**config.mk**
```make
export PLATFORM = sky130hd
export DESIGN_NAME = wdog_timer
export DESIGN_NICKNAME = d
export VERILOG_FILES = /design/src/rtl/wdog_pkg.sv /design/src/rtl/wdog_rst_sync.sv /design/src/rtl/wdog_ctrl_reg.sv /design/src/rtl/wdog_prescaler.sv /design/src/rtl/wdog_counter.sv /design/src/rtl/wdog_timer.sv
export SDC_FILE = /design/constraint.sdc
export NUM_CORES = 1
export LEC_CHECK = 0
export BUFFER_PORTS_ARGS = -buffer_cell sky130_fd_sc_hd__buf_2
export CAP_MARGIN = 20
export CORE_AREA = 2 2 75 59
export CTS_BUF_LIST = sky130_fd_sc_hd__clkbuf_2
export CTS_CLUSTER_SIZE = 16
export DETAILED_ROUTE_END_ITERATION = 16
export DIE_AREA = 0 0 77 61
export GPL_TIMING_DRIVEN = 0
export HOLD_SLACK_MARGIN = 0.03
export PLACE_DENSITY_LB_ADDON = 0.1
export SLEW_MARGIN = 40
export SYNTH_ARGS = -nofsm -noshare
export SYNTH_HDL_FRONTEND = slang
export SYNTH_SLANG_ARGS = --single-unit
```
**constraint.sdc**
```tcl
create_clock -name clk -period 1.2 [get_ports clk]
set_clock_uncertainty 0.1 [all_clocks]
set_input_delay 0.24 -clock clk [delete_from_list [all_inputs] [get_ports clk]]
set_output_delay 0.24 -clock clk [all_outputs]
set_load 0.1 [all_outputs]
```
**src/rtl/wdog_pkg.sv**
```systemverilog
package wdog_pkg;
  localparam int SEL_W    = 3;
  localparam int PRE_W    = (1 << SEL_W) - 1;
  localparam int CTRL_W   = SEL_W + 2;
  localparam int RUN_BIT  = 0;
  localparam int MODE_BIT = 1;
  localparam int SEL_LSB  = 2;

  // low-bit mask of the prescaler phase for a divide-by-2^sel
  function automatic logic [PRE_W-1:0] div_mask(input logic [SEL_W-1:0] sel);
    return ~({PRE_W{1'b1}} << sel);
  endfunction

  // the phase that ends a prescaler period
  function automatic logic phase_done(input logic [PRE_W-1:0] pre,
                                      input logic [SEL_W-1:0] sel);
    return (pre & div_mask(sel)) == div_mask(sel);
  endfunction

  // the count value whose next tick overflows
  function automatic logic at_terminal(input logic [63:0] cnt, input int width);
    return cnt == ((64'd1 << width) - 64'd1);
  endfunction
endpackage

```
**src/rtl/wdog_rst_sync.sv**
```systemverilog
module wdog_rst_sync #(
  parameter int STAGES = 2
) (
  input  logic clk,
  input  logic arst_n,
  output logic rst_ni
);
  logic [STAGES-1:0] sync_q;

  always_ff @(posedge clk or negedge arst_n) begin
    if (!arst_n) sync_q <= '0;
    else         sync_q <= {sync_q[STAGES-2:0], 1'b1};
  end

  assign rst_ni = sync_q[STAGES-1];
endmodule

```
**src/rtl/wdog_ctrl_reg.sv**
```systemverilog
module wdog_ctrl_reg
  import wdog_pkg::*;
(
  input  logic              clk,
  input  logic              rst_ni,
  input  logic              we,
  input  logic [CTRL_W-1:0] wdata,
  output logic              run,
  output logic              mode,
  output logic [SEL_W-1:0]  sel
);
  logic run_q, mode_q;
  logic [SEL_W-1:0] sel_q;

  always_ff @(posedge clk or negedge rst_ni) begin
    if (!rst_ni) begin
      run_q  <= 1'b0;
      mode_q <= 1'b0;
      sel_q  <= '0;
    end else if (we) begin
      run_q <= run_q | wdata[RUN_BIT];
      if (!run_q) mode_q <= wdata[MODE_BIT];
      sel_q <= wdata[SEL_LSB +: SEL_W];
    end
  end

  assign run  = run_q;
  assign mode = mode_q;
  assign sel  = sel_q;

  a_r5_run_sticky: assert property (@(posedge clk) disable iff (!rst_ni)
    run_q |=> run_q);
  a_r5_mode_locked: assert property (@(posedge clk) disable iff (!rst_ni)
    (run_q && we) |=> $stable(mode_q));
endmodule

```
**src/rtl/wdog_prescaler.sv**
```systemverilog
module wdog_prescaler
  import wdog_pkg::*;
(
  input  logic             clk,
  input  logic             rst_ni,
  input  logic             active,
  input  logic             clr,
  input  logic [SEL_W-1:0] sel,
  output logic             tick
);
  logic [PRE_W-1:0] pre_q;

  assign tick = active && !clr && phase_done(pre_q, sel);

  always_ff @(posedge clk or negedge rst_ni) begin
    if (!rst_ni)     pre_q <= '0;
    else if (clr)    pre_q <= '0;
    else if (tick)   pre_q <= '0;
    else if (active) pre_q <= pre_q + 1'b1;
  end

  a_r8_phase_hold: assert property (@(posedge clk) disable iff (!rst_ni)
    (!active && !clr) |=> $stable(pre_q));
  a_r6_phase_clear: assert property (@(posedge clk) disable iff (!rst_ni)
    clr |=> (pre_q == '0));
endmodule

```
**src/rtl/wdog_counter.sv**
```systemverilog
module wdog_counter
  import wdog_pkg::*;
#(
  parameter int CNT_W = 16
) (
  input  logic clk,
  input  logic rst_ni,
  input  logic tick,
  input  logic clr,
  input  logic mode,
  output logic ovf,
  output logic halted,
  output logic rst_req,
  output logic irq
);
  logic [CNT_W-1:0] cnt_q;
  logic halted_q, rst_req_q, irq_q;

  assign ovf = tick && at_terminal(64'(cnt_q), CNT_W);

  always_ff @(posedge clk or negedge rst_ni) begin
    if (!rst_ni) begin
      cnt_q     <= '0;
      halted_q  <= 1'b0;
      rst_req_q <= 1'b0;
      irq_q     <= 1'b0;
    end else begin
      rst_req_q <= ovf && mode;
      irq_q     <= ovf && !mode;
      if (ovf && mode) halted_q <= 1'b1;
      if (clr)         cnt_q <= '0;
      else if (ovf)    cnt_q <= '0;
      else if (tick)   cnt_q <= cnt_q + 1'b1;
    end
  end

  assign halted  = halted_q;
  assign rst_req = rst_req_q;
  assign irq     = irq_q;

  a_r3_req_one_shot: assert property (@(posedge clk) disable iff (!rst_ni)
    rst_req_q |=> !rst_req_q);
  a_r4_stay_frozen: assert property (@(posedge clk) disable iff (!rst_ni)
    halted_q |=> halted_q);
  a_r4_no_count: assert property (@(posedge clk) disable iff (!rst_ni)
    (halted_q && !clr) |=> $stable(cnt_q));
  a_r4_no_event: assert property (@(posedge clk) disable iff (!rst_ni)
    halted_q |=> (!rst_req_q && !irq_q));
  a_r6_write_clears: assert property (@(posedge clk) disable iff (!rst_ni)
    clr |=> (cnt_q == '0));
  a_r8_hold_count: assert property (@(posedge clk) disable iff (!rst_ni)
    (!tick && !clr) |=> $stable(cnt_q));
  a_r9_exclusive: assert property (@(posedge clk) disable iff (!rst_ni)
    !(rst_req_q && irq_q));
endmodule

```
**src/rtl/wdog_timer.sv**
```systemverilog
module wdog_timer
  import wdog_pkg::*;
#(
  parameter int CNT_W = 16
) (
  input  logic              clk,
  input  logic              wd_rst_n,
  input  logic              cnt_en,
  input  logic              cfg_we,
  input  logic [CTRL_W-1:0] cfg_wdata,
  output logic              rst_req,
  output logic              irq
);
  logic rst_ni;
  logic run, mode, halted, active, tick, ovf;
  logic [SEL_W-1:0] sel;

  wdog_rst_sync #(.STAGES(2)) u_sync (
    .clk(clk), .arst_n(wd_rst_n), .rst_ni(rst_ni)
  );

  wdog_ctrl_reg u_ctrl (
    .clk(clk), .rst_ni(rst_ni), .we(cfg_we), .wdata(cfg_wdata),
    .run(run), .mode(mode), .sel(sel)
  );

  assign active = run && !halted && cnt_en;

  wdog_prescaler u_pre (
    .clk(clk), .rst_ni(rst_ni), .active(active), .clr(cfg_we),
    .sel(sel), .tick(tick)
  );

  wdog_counter #(.CNT_W(CNT_W)) u_cnt (
    .clk(clk), .rst_ni(rst_ni), .tick(tick), .clr(cfg_we), .mode(mode),
    .ovf(ovf), .halted(halted), .rst_req(rst_req), .irq(irq)
  );

  a_r1_idle_quiet: assert property (@(posedge clk) disable iff (!rst_ni)
    !run |=> (!rst_req && !irq));
  a_r9_event_source: assert property (@(posedge clk) disable iff (!rst_ni)
    (rst_req || irq) |-> $past(ovf));
  a_r10_async_clear: assert property (@(posedge clk)
    !wd_rst_n |-> (!rst_req && !irq));
endmodule

```
==> impl_metrics.toml, run 1 <==
[synth]
ys_ff_latch = 33
seq_area_frac_synth = 0.485
yosysWarnings = 0
synthCells = 178
synth_compound_area_frac = 0.151
avgSynthCellArea_um2 = 9.56
synthAdderAreaFrac = 0.0147
synth_cell_types = 38
synthMuxAreaShare = 0.0265
ys_async_sr_fraction = 1.00
synth_edf_count = 0
synth_ff_type = "dfrtp_1"
synth_nets = 189
synth_top_family_by_area = "simple AND/OR/NAND/NOR gates"
synth-simple-area-share = 0.261
synthesis.area_um2 = 1700
synth_xor_area_frac = 0.0257

[global_route]
grt.total_usage = 0.216
overflow = 0
grt_pass1_wl_um = 7650
grt_pass1_vias = 1594
grt_max_degree = 32
antenna_found_initial = 0

[run]
maxCapViolations = 0

[detailed_routing]
wl_per_cell_um = 16.5
drt_iter0_drc = 119
vias_per_cell = 5.80
ant_nets = 0
vias = 1623
firstDrtPassIters = 4
wirelength_um = 4620
drc = 0

[final_layout]
final_cell_mix = "dfrtp_1 (29), a21oi_1 (14), buf_6 (12), buf_4 (12), nand2_1 (10)"
finalNetCount = 235
seq_area_um2 = 831
multi_input_comb_area_um2 = 946
area_growth_pct = 37.9
diodes = 0
nFillCells = 353
final_common_cell = "dfrtp_1"
drive_above_1_share = 0.391

[outcome]
violations = "negative setup slack"
run_status = "complete, but fails checks"

[timing]
rsz0062_at_grt = "true"
slew_headroom = 0.547
worst_slack_ns = -0.791
maxSlewViolCount = 0
setup_viol = 28
fin_crit_sh = 1.66
clock.fmax_mhz = 502
hold_violations = 0
tightest_slew_ns = 0.679
whs_ns = 0.0737
period_minus_slack_ns = 1.99

[floorplan]
die_y_um = 61
core-area_um2 = 3950
die_w_um = 77
die_area_um2 = 4700
rows = 20
ioPinCount = 11
start_util = 0.430

[worst_setup_path]
criticalPathCategory = "reg -> reg"
crit_path_max_fanout = 6
end_kind = "flop"
cp.arrival_ns = 2.22
worstPathRequired_ns = 1.43
cp-start-kind = "flop"

[clock_tree]
tritoncts = "built"
cts_root_buf = "clkbuf_2"
clock_latency_ns = 0.39
path_clk_slew_ns = 0.17
htree_levels = 2
numCtsBuffers = 5
clock_sinks = 33
clockBufferDepth = 2

[power_and_ir_drop]
leakage_nw = 0.952
peakVddDrop_mv = 0.533
p_per_area_nw_per_um2 = 832

[placed_design]
port_buffers = 10
place.gp.congestion = 0.805
dp_hpwl_um = 2770
pre_cts_ws_ns = -0.759

[hold_path]
min_path_type = "in -> reg"
power by group:
part | internal (W) | switching [W] | leakage (nW)
logic | 0.000112 | 0.000109 | 0.484
clock network | 0.000146 | 0.000393 | 0.0327
registers | 0.00114 | 0.0000509 | 0.435
cell usage after synthesis (3+ instances only):
cell	number	area, um2
a21o_1	3	22.5
a21oi_1	20	100
clkbuf_1	8	30.0
dfrtp_1	33	826
mux2_2	4	45.0
nand2_1	12	45.0
nand2b_1	3	18.8
nand3_1	13	65.1
nand4_1	8	50.1
nor2_1	5	18.8
nor2b_1	3	18.8
nor3_1	6	30.0
o21ai_0	11	55.1
o31ai_1	3	22.5
or3_1	5	31.3
or4_1	10	75.1
xor2_1	5	43.8
logic make-up (layout without fill, tap and decap cells):
logic type      after synthesis  in the layout
simple gates                 76             76
buf+inv                      13             60
other cells                   1              1
xor+xnor                      5              5
mux                           4              4
fa+ha+maj                     2              2
flops                        33             33
compound gates               44             44
repair_timing:
action / CTS / global route
pin swaps: 17 / 20
buffers inserted: 13 / 7
gates cloned: 3 / 0
endpoints found under the hold margin: 7 / 0
resized for setup: 19 / 28
setup endpoints to repair: 28 / 28
hold buffers: 7 / 0
worst max-delay path: stages (launching register included):
cell and delay, ns:
dfrtp_1 0.41, nand3b_1 0.24, a21oi_2 0.21, nand4_4 0.17, buf_6 0.19, or4_4 0.48
a21oi_2 0.12
through the flow:
step,instances,power [W],TNS [ns],utilization,area (um2)
floorplan,178,0.00132,-9.39,-,1770
global placement,243,0.00137,-23.62,0.478,1890
detailed placement,243,0.00138,-16.01,0.479,1890
CTS,274,0.00196,-17.21,0.559,2210
global route,280,0.00204,-20.06,0.593,2350
finish,280,0.00195,-17.40,0.593,2350
layout make-up:
cell class,instances,share of cell area
clock buffer,6,0.0128
multi-input combinational,132,0.403
buffer,10,0.0469
inverter,2,0.00320
tap,55,0.0293
sequential,33,0.354
timing repair buffer,40,0.146
clock inverter,2,0.00427
final timing paths:
path,start,end,slack [ns],cells after the start
max,u_cnt.halted,u_cnt.cnt_q[14],-0.79,6
min,cfg_we,u_cnt.cnt_q[15],0.07,3
max reg2reg,u_cnt.halted,u_cnt.cnt_q[14],-0.79,6
min reg2reg,u_sync.sync_q[1],u_pre.pre_q[5],0.22,0
max in group asynchronous,wd_rst_n,u_sync.sync_q[1],0.30,3
min in group asynchronous,u_sync.sync_q[1],u_pre.pre_q[5],0.22,0
layer usage:
metal,routed length [um],GRT usage,vias up
li1,-,-,751
met4,98,0.125,0
met3,282,0.0506,13
met2,2070,0.326,48
met1,2160,0.290,811
met5,0,0,-
state kept, by name (all words and copies together), names as in the netlist:
name,cells
u_cnt.irq,1
u_pre.pre_q,7
u_cnt.halted,1
u_ctrl.mode,1
u_sync.sync_q,2
u_ctrl.run,1
u_cnt.cnt_q,16
u_cnt.rst_req,1
u_ctrl.sel,3
Power figures use the tool's default switching activity.
==> run 2: changes to the inputs <==
Settings changed: CORE_AREA 2 2 75 59 to 2 2 79 62, DIE_AREA 0 0 77 61 to 0 0 81 64.
==> impl_metrics.toml, run 2 (synthesis gave the netlist of run 1 again) <==
[outcome]
run_status = "complete, but fails checks"
violations = "negative setup slack"

[global_route]
grt_use_met2 = 0.304
grtUsageMet1 = 0.272
grt.total_usage = 0.195
grt_busiest_layer = "met2"
antenna_found_initial = 0
grt_pass1_vias = 1593
overflow = 0
met3_usage = 0.0395
grt_max_degree = 32
grt_pass1_wl_um = 7740

[floorplan]
die_area_um2 = 5180
die_w_um = 81
core-area_um2 = 4360
rows = 21
start_util = 0.390
die_y_um = 64
ioPinCount = 11

[final_layout]
largest_reg_flops = 16
largest_register = "u_cnt.cnt_q"
finalNetCount = 232
drive_above_1_share = 0.410
multi_input_comb_area_um2 = 963
diodes = 0
seq_area_um2 = 832
final_cell_mix = "dfrtp_1 (28), a21oi_1 (14), nand2_1 (11), buf_4 (11)"
final_common_cell = "dfrtp_1"
final_cell_area_um2 = 2350
nFillCells = 389
area_growth_pct = 38.0

[timing]
fin_crit_sh = 1.61
setup_viol = 28
clock.fmax_mhz = 517
worst_slack_ns = -0.734
slew_headroom = 0.548
whs_ns = 0.0665
hold_violations = 0
rsz0062_at_grt = "true"
maxSlewViolCount = 0
tightest_slew_ns = 0.678
period_minus_slack_ns = 1.93

[worst_setup_path]
cp.arrival_ns = 2.14
cp-endpoint = "u_cnt.cnt_q[9]"
worstReg2RegStart = "u_pre.pre_q[1]"
r2r_slack_ns = -0.73
rr_endpoint = "u_cnt.cnt_q[9]"
end_kind = "flop"
timing.critical_path.from = "u_pre.pre_q[1]"
criticalPathCategory = "reg -> reg"
crit_path_max_fanout = 6
cp-start-kind = "flop"
reg2regPathDepth = 6
worstPathRequired_ns = 1.40

[placed_design]
dp_hpwl_um = 2800
place.gp.congestion = 0.817
pre_cts_ws_ns = -0.765
port_buffers = 10
place_area_um2 = 1900

[detailed_routing]
drc = 0
wirelength_um = 4730
firstDrtPassIters = 6
drt_iter0_drc = 128
vias_per_cell = 5.59
wl_per_cell_um = 16.9
ant_nets = 0
vias = 1560

[run]
maxCapViolations = 0

[clock_tree]
clock_sinks = 33
numCtsBuffers = 5
clock_latency_ns = 0.36
clockBufferDepth = 2
htree_levels = 2
tritoncts = "built"
cts_root_buf = "clkbuf_2"
path_clk_slew_ns = 0.17

[power_and_ir_drop]
p_per_area_nw_per_um2 = 910
peakVddDrop_mv = 0.618
leakage_nw = 0.942

[hold_path]
min_path_type = "in -> async"
run 2: report_power, final:
group | leakage [nW] | total, W | internal, W | switching [W]
Combinational | 0.468 | 0.000203 | 0.000100 | 0.000103
Sequential | 0.434 | 0.00119 | 0.00114 | 0.0000528
Clock | 0.0406 | 0.000739 | 0.000356 | 0.000383
run 2: critical path: stages (launching register included):
cell     delay (ns)
dfrtp_1        0.48
nand4_1        0.14
a21oi_2        0.23
nand4_4        0.16
buf_12         0.17
or4_4          0.47
a21oi_2        0.14
run 2: what timing repair did:
action                                  CTS  global route
gates resized for setup                  18            34
buffers inserted                         16             3
endpoints found under the hold margin     7             0
pin swaps                                20            15
endpoints found under the setup margin   28            28
cloned                                    2             0
hold buffers                              6             0
run 2: layout make-up:
class / instances / area share
buffer: 10 / 0.0378
clock buffer: 6 / 0.0128
multi-input combinational: 132 / 0.410
tap: 57 / 0.0304
clock inverter: 2 / 0.0144
sequential: 33 / 0.354
inverter: 2 / 0.00320
timing repair buffer: 37 / 0.137
run 2: per-stage QoR:
| step | TNS (ns) | power, W | instances | utilization |
|---|---|---|---|---|
| 2_1_floorplan | -9.39 | 0.00132 | 178 | - |
| 6_report | -15.77 | 0.00214 | 279 | 0.538 |
| 3_3_place_gp | -24.26 | 0.00137 | 245 | 0.434 |
| 5_1_grt | -18.89 | 0.00225 | 279 | 0.538 |
| 3_5_place_dp | -16.22 | 0.00137 | 245 | 0.435 |
| 4_1_cts | -16.03 | 0.00214 | 277 | 0.509 |
run 2: metal layers:
| metal | share of wire | routed length (um) | vias to the layer above |
|---|---|---|---|
| met3 | 0.038 | 178 | 6 |
| li1 | - | - | 741 |
| met5 | 0 | 0 | - |
| met2 | 0.47 | 2220 | 39 |
| met1 | 0.48 | 2280 | 774 |
| met4 | 0.0097 | 46 | 0 |
run 2: worst min path at each step:
stage	to	slack, ns	depth (start not counted)
3_3_place_gp	u_sync.sync_q[1]	-0.08	1
2_1_floorplan	u_sync.sync_q[0]	-0.16	0
5_1_grt	u_sync.sync_q[1]	0.04	2
6_report	u_sync.sync_q[1]	0.07	2
4_1_cts	u_sync.sync_q[1]	0.04	2
3_5_place_dp	u_sync.sync_q[0]	-0.07	1
